### config.mk
export PLATFORM = sky130hd
export DESIGN_NAME = hw_sem_pair
export DESIGN_NICKNAME = d
export VERILOG_FILES = /design/src/rtl/hw_sem_pkg.sv /design/src/rtl/sem_next.sv /design/src/rtl/sem_state.sv /design/src/rtl/sem_rd_port.sv /design/src/rtl/hw_sem_pair.sv
export SDC_FILE = /design/constraint.sdc
export NUM_CORES = 1
export LEC_CHECK = 0
export ABC_AREA = 1
export CORE_AREA = 2 2 39 41
export CTS_CLUSTER_SIZE = 14
export DETAILED_ROUTE_END_ITERATION = 16
export DIE_AREA = 0 0 41 43
export DONT_BUFFER_PORTS = 1
export PLACE_DENSITY = 0.72
export RECOVER_POWER = 100
export SLEW_MARGIN = 25
export SYNTH_ARGS = -nofsm -noshare
export SYNTH_HDL_FRONTEND = slang
export SYNTH_SLANG_ARGS = --single-unit
export TNS_END_PERCENT = 50
### constraint.sdc
create_clock -name clk_i -period 0.8 [get_ports clk_i]
set_clock_uncertainty 0.1 [all_clocks]
set_input_delay 0.04 -clock clk_i [delete_from_list [all_inputs] [get_ports clk_i]]
set_output_delay 0.04 -clock clk_i [all_outputs]
set_load 0.1 [all_outputs]
### src/rtl/hw_sem_pkg.sv
package hw_sem_pkg;
  localparam int NUM_CPU = 2;
  localparam int REG_W   = 32;
  typedef logic [NUM_CPU-1:0] own_vec_t;
endpackage

### src/rtl/sem_next.sv
// Next-state arbitration for the lock: lowest index wins when free.
module sem_next
  import hw_sem_pkg::*;
(
  input  own_vec_t own_q_i,
  input  own_vec_t wr_i,
  output own_vec_t own_d_o
);
  always_comb begin
    own_d_o = own_q_i;
    if (own_q_i == '0) begin
      for (int i = NUM_CPU - 1; i >= 0; i--) begin
        if (wr_i[i]) begin
          own_d_o    = '0;
          own_d_o[i] = 1'b1;
        end
      end
    end else begin
      for (int i = 0; i < NUM_CPU; i++) begin
        if (own_q_i[i] && wr_i[i]) own_d_o = '0;
      end
    end
  end
endmodule

### src/rtl/sem_state.sv
module sem_state
  import hw_sem_pkg::*;
(
  input  logic     clk_i,
  input  logic     rst_ni,
  input  own_vec_t own_d_i,
  output own_vec_t own_q_o
);
  always_ff @(posedge clk_i or negedge rst_ni) begin
    if (!rst_ni) own_q_o <= '0;
    else         own_q_o <= own_d_i;
  end
endmodule

### src/rtl/sem_rd_port.sv
// Per-processor read register; captures the pre-update ownership bit.
module sem_rd_port #(
  parameter int REG_W = 32
) (
  input  logic             clk_i,
  input  logic             rst_ni,
  input  logic             rd_i,
  input  logic             own_i,
  output logic [REG_W-1:0] rdata_o
);
  logic own_rd_q;

  always_ff @(posedge clk_i or negedge rst_ni) begin
    if (!rst_ni)   own_rd_q <= 1'b0;
    else if (rd_i) own_rd_q <= own_i;
  end

  assign rdata_o = {{(REG_W-1){1'b0}}, own_rd_q};
endmodule

### src/rtl/hw_sem_pair.sv
module hw_sem_pair
  import hw_sem_pkg::*;
(
  input  logic             clk_i,
  input  logic             rst_ni,
  input  logic             p0_wr_i,
  input  logic             p0_rd_i,
  output logic [REG_W-1:0] p0_rdata_o,
  input  logic             p1_wr_i,
  input  logic             p1_rd_i,
  output logic [REG_W-1:0] p1_rdata_o
);
  own_vec_t own_q, own_d, wr_vec, rd_vec;
  logic [NUM_CPU-1:0][REG_W-1:0] rdata_arr;

  assign wr_vec = {p1_wr_i, p0_wr_i};
  assign rd_vec = {p1_rd_i, p0_rd_i};

  sem_next u_next (
    .own_q_i (own_q),
    .wr_i    (wr_vec),
    .own_d_o (own_d)
  );

  sem_state u_state (
    .clk_i   (clk_i),
    .rst_ni  (rst_ni),
    .own_d_i (own_d),
    .own_q_o (own_q)
  );

  for (genvar g = 0; g < NUM_CPU; g++) begin : g_rd
    sem_rd_port #(.REG_W(REG_W)) u_rd (
      .clk_i   (clk_i),
      .rst_ni  (rst_ni),
      .rd_i    (rd_vec[g]),
      .own_i   (own_q[g]),
      .rdata_o (rdata_arr[g])
    );
  end

  assign p0_rdata_o = rdata_arr[0];
  assign p1_rdata_o = rdata_arr[1];
endmodule

==> summary.md <==
| Metric | Value |
|---|---|
| Worst Setup End Kind | `primary output` |
| Post-synthesis sequential area ratio | `15.2%` |
| Clk network pwr share | `10.4%` |
| Die area | `1760 um^2` |
| Vias per Instance | `2.95` |
| Reg-to-Reg Start | `u_state.own_q_o[1]` |
| Synthesis warning total | `0` |
| Worst R2R Setup Slack | `-0.10 ns` |
| Post-Synth XOR/XNOR Area | `0%` |
| Req. time, crit path | `0.66 ns` |
| Yosys top cell area share | `73.1%` |
| # Max-Cap Violations | `0` |
| Crit. Startpoint | `g_rd[1].u_rd.own_rd_q` |
| I/O pin cnt | `70` |
| Mux cell area share after synthesis | `0%` |
| Worst-path clk slew | `0.04 ns` |
| Total Wirelength | `687 um` |
| Proportion of layout cells with a drive suffix above 1 | `13.7%` |
| Routability cong. | `0.537` |
| DRT iter0 DRCs | `0` |
| CP Class | `reg -> out` |
| Flop pwr share | `14.1%` |
| Final hold violation count | `4` |
| Largest family of logic cells by synthesized area | `buffers and inverters` |
| Total Routing Usage GR | `7.45%` |
| Die W | `41 um` |
| First drt pass iteration count | `1` |
| Maximum fanout along the worst path | `2` |
| CTS tree | `built` |
| Max clock buf depth | `2` |
| Top cells by area in the synthesized netlist | `buf_4 73%, dfrtp_1 15%, nand2_1 4.0%` |
| Worst Path Arrival | `0.82 ns` |
| Max Slew Vio Count | `0` |
| Pleak | `0.354 nW` |
| Fill count | `168` |
| Num CTS Buffers | `3` |
| Run status | `finished, violations left` |
| Crit-path max cell delay | `0.40 ns` |
| WL/cell | `6.19 um` |
| Hpwl dp | `560 um` |
| Post-CTS Hold Fix Bufs | `5` |
| Simple-Gate Fraction of Synth Area | `8.38%` |
| First-pass GRT wire length | `765 um` |
| Sink Count | `4` |
| Post-route minimum period | `0.956 ns` |
| Cell internal pwr | `0.650 mW` |
| Synth Area in Adders | `0%` |
| RSZ-0062 raised after global routing | `yes` |
| Pin count of the biggest net entering global routing | `5` |
| CP cell instances | `buf_12` |
| Worst-Skew Late Latency | `0.23 ns` |
| N_diodes | `0` |
| Via count | `327` |
| Part of the cycle the worst path needs | `120%` |
| Starting Density | `47.5%` |
| Comb pwr share | `75.4%` |
| FF+latch area | `100 um^2` |
| WHS | `-0.0180 ns` |
| Delay-heaviest family, CP | `flip-flops` |
| Synth area leader | `buf_4` |
| FF+latch count, synth | `4` |
| Pwr/cell area | `4190 nW/um^2` |
| Fmax | `1050 MHz` |
| Antenna violations before repair | `0` |
| Syn Area/Cell | `7.64 um^2` |
| Psw | `1.72 mW` |
| Vias in the first global route | `209` |
| H-tree Lvls | `1` |
| Kind of start point of the critical path | `flop` |
| Clock root cell | `clkbuf_4` |
| Net Sw Frac | `72.6%` |
| Grt total ovfl | `0` |
| Util after Layout | `40.9%` |
| Failing checks | `hold timing, setup timing` |
| Final worst slack | `-0.156 ns` |
| # port buffers | `0` |
| # setup viols final | `6` |
| Final ANT Viol Nets | `0` |
| Synth unique cells | `9` |
| Min-Delay Path Class | `in -> async` |
| Fin nets | `103` |
| Place WS | `-0.120 ns` |
| # rows | `14` |
| Slowest cell on crit path | `dfrtp_1` |
| Post-Syn Area | `657 um^2` |
| Area Overhead vs Synth | `-13.9%` |
| VDD IR max | `1.49 mV` |
| Cells after Synth | `86` |
| DRC viols | `0` |
| Compound-cell area share of the yosys netlist | `1.52%` |
| Die height | `43 um` |
| Area occupied by multi-input gates | `310 um^2` |
| Area of the core | `1380 um^2` |
| Buffers and inverters on the worst path | `1` |
## through the flow
stage	area [um^2]	instances	TNS, ns	power [mW]	hold WS (ns)
after global routing	566	111	-0.828	2.46	-0.00883
after floorplan	886	147	-0.0720	2.14	-0.356
final	566	111	-0.617	2.37	-0.0180
after detailed placement	448	102	-0.295	1.96	-0.355
after CTS	539	110	-0.599	2.30	-0.0193
after global placement	448	102	-0.169	1.95	-0.355
## final timing paths
check,end,cells past startpoint
worst max-delay path,p1_rdata_o[0],1
worst min-delay path,g_rd[1].u_rd.own_rd_q,1
worst max register to register,u_state.own_q_o[0],5
worst min register to register,u_state.own_q_o[0],2
max in group asynchronous,g_rd[0].u_rd.own_rd_q,1
min in group clk_i,g_rd[0].u_rd.own_rd_q,2
## state kept, by name, summed over array words and instances (netlist names)
register,count
u_state.own_q_o,2
g_rd.u_rd.own_rd_q,2
## synthesized netlist by cell type
| master | number |
|---|---|
| buf_4 | 64 |
| nand2_1 | 7 |
| dfrtp_1 | 4 |
| nor2_1 | 3 |
| a21oi_1 | 2 |
| inv_1 | 2 |
| nand3_1 | 2 |
| conb_1 | 1 |
| nand3b_1 | 1 |
## power groups by stage
stage	clock [mW]	sequential (mW)	combinational, mW
after floorplan	0	0.303	1.83
after detailed placement	0	0.315	1.64
after global routing	0.267	0.340	1.85
final	0.247	0.335	1.79
after CTS	0.260	0.322	1.71
after global placement	0	0.310	1.64
## what timing repair did
item / 4_1_cts / 5_1_grt
gates resized for setup: 5 / 7
buffers inserted: 0 / 1
endpoints found under the hold margin: 8 / 4
pin swaps: 1 / 1
cloned: 0 / 0
endpoints found under the setup margin: 5 / 6
## cell type report
cell class,instances,area share (%)
flip-flops and latches,4,17.7
repair buffers,9,18.6
inverters,2,1.33
multi-input cells,77,54.9
clock buffers,3,3.98
well taps,16,3.54
## cell usage in the layout, fill, tap and decap left out, types with 2 or more instances in the layout
cell | netlist | routed
clkbuf_4 | 0 | 3
dlygate4sd3_1 | 0 | 5
conb_1 | 1 | 62
a21oi_2 | 0 | 2
buf_4 | 64 | 2
nand3_1 | 2 | 2
dfrtp_1 | 4 | 4
nand2_2 | 0 | 2
nor2_1 | 3 | 3
nand2_1 | 7 | 5
inv_2 | 0 | 2
buf_12 | 0 | 2
## per-layer routing
layer	share of wire, %	track usage, %	wire length (um)	up-vias
met5	0	0	0	-
met4	1.6	8.00	11	0
met3	19	6.81	131	2
met2	53	10.6	362	35
met1	26	4.87	182	138
li1	-	-	-	152
## logic make-up after synthesis
logic type             after synthesis
AO/OA/AOI/OAI                        2
buffers and inverters               66
flip-flops                           4
other                                1
AND/OR/NAND/NOR                     13
(Power assumes the default switching activity.)
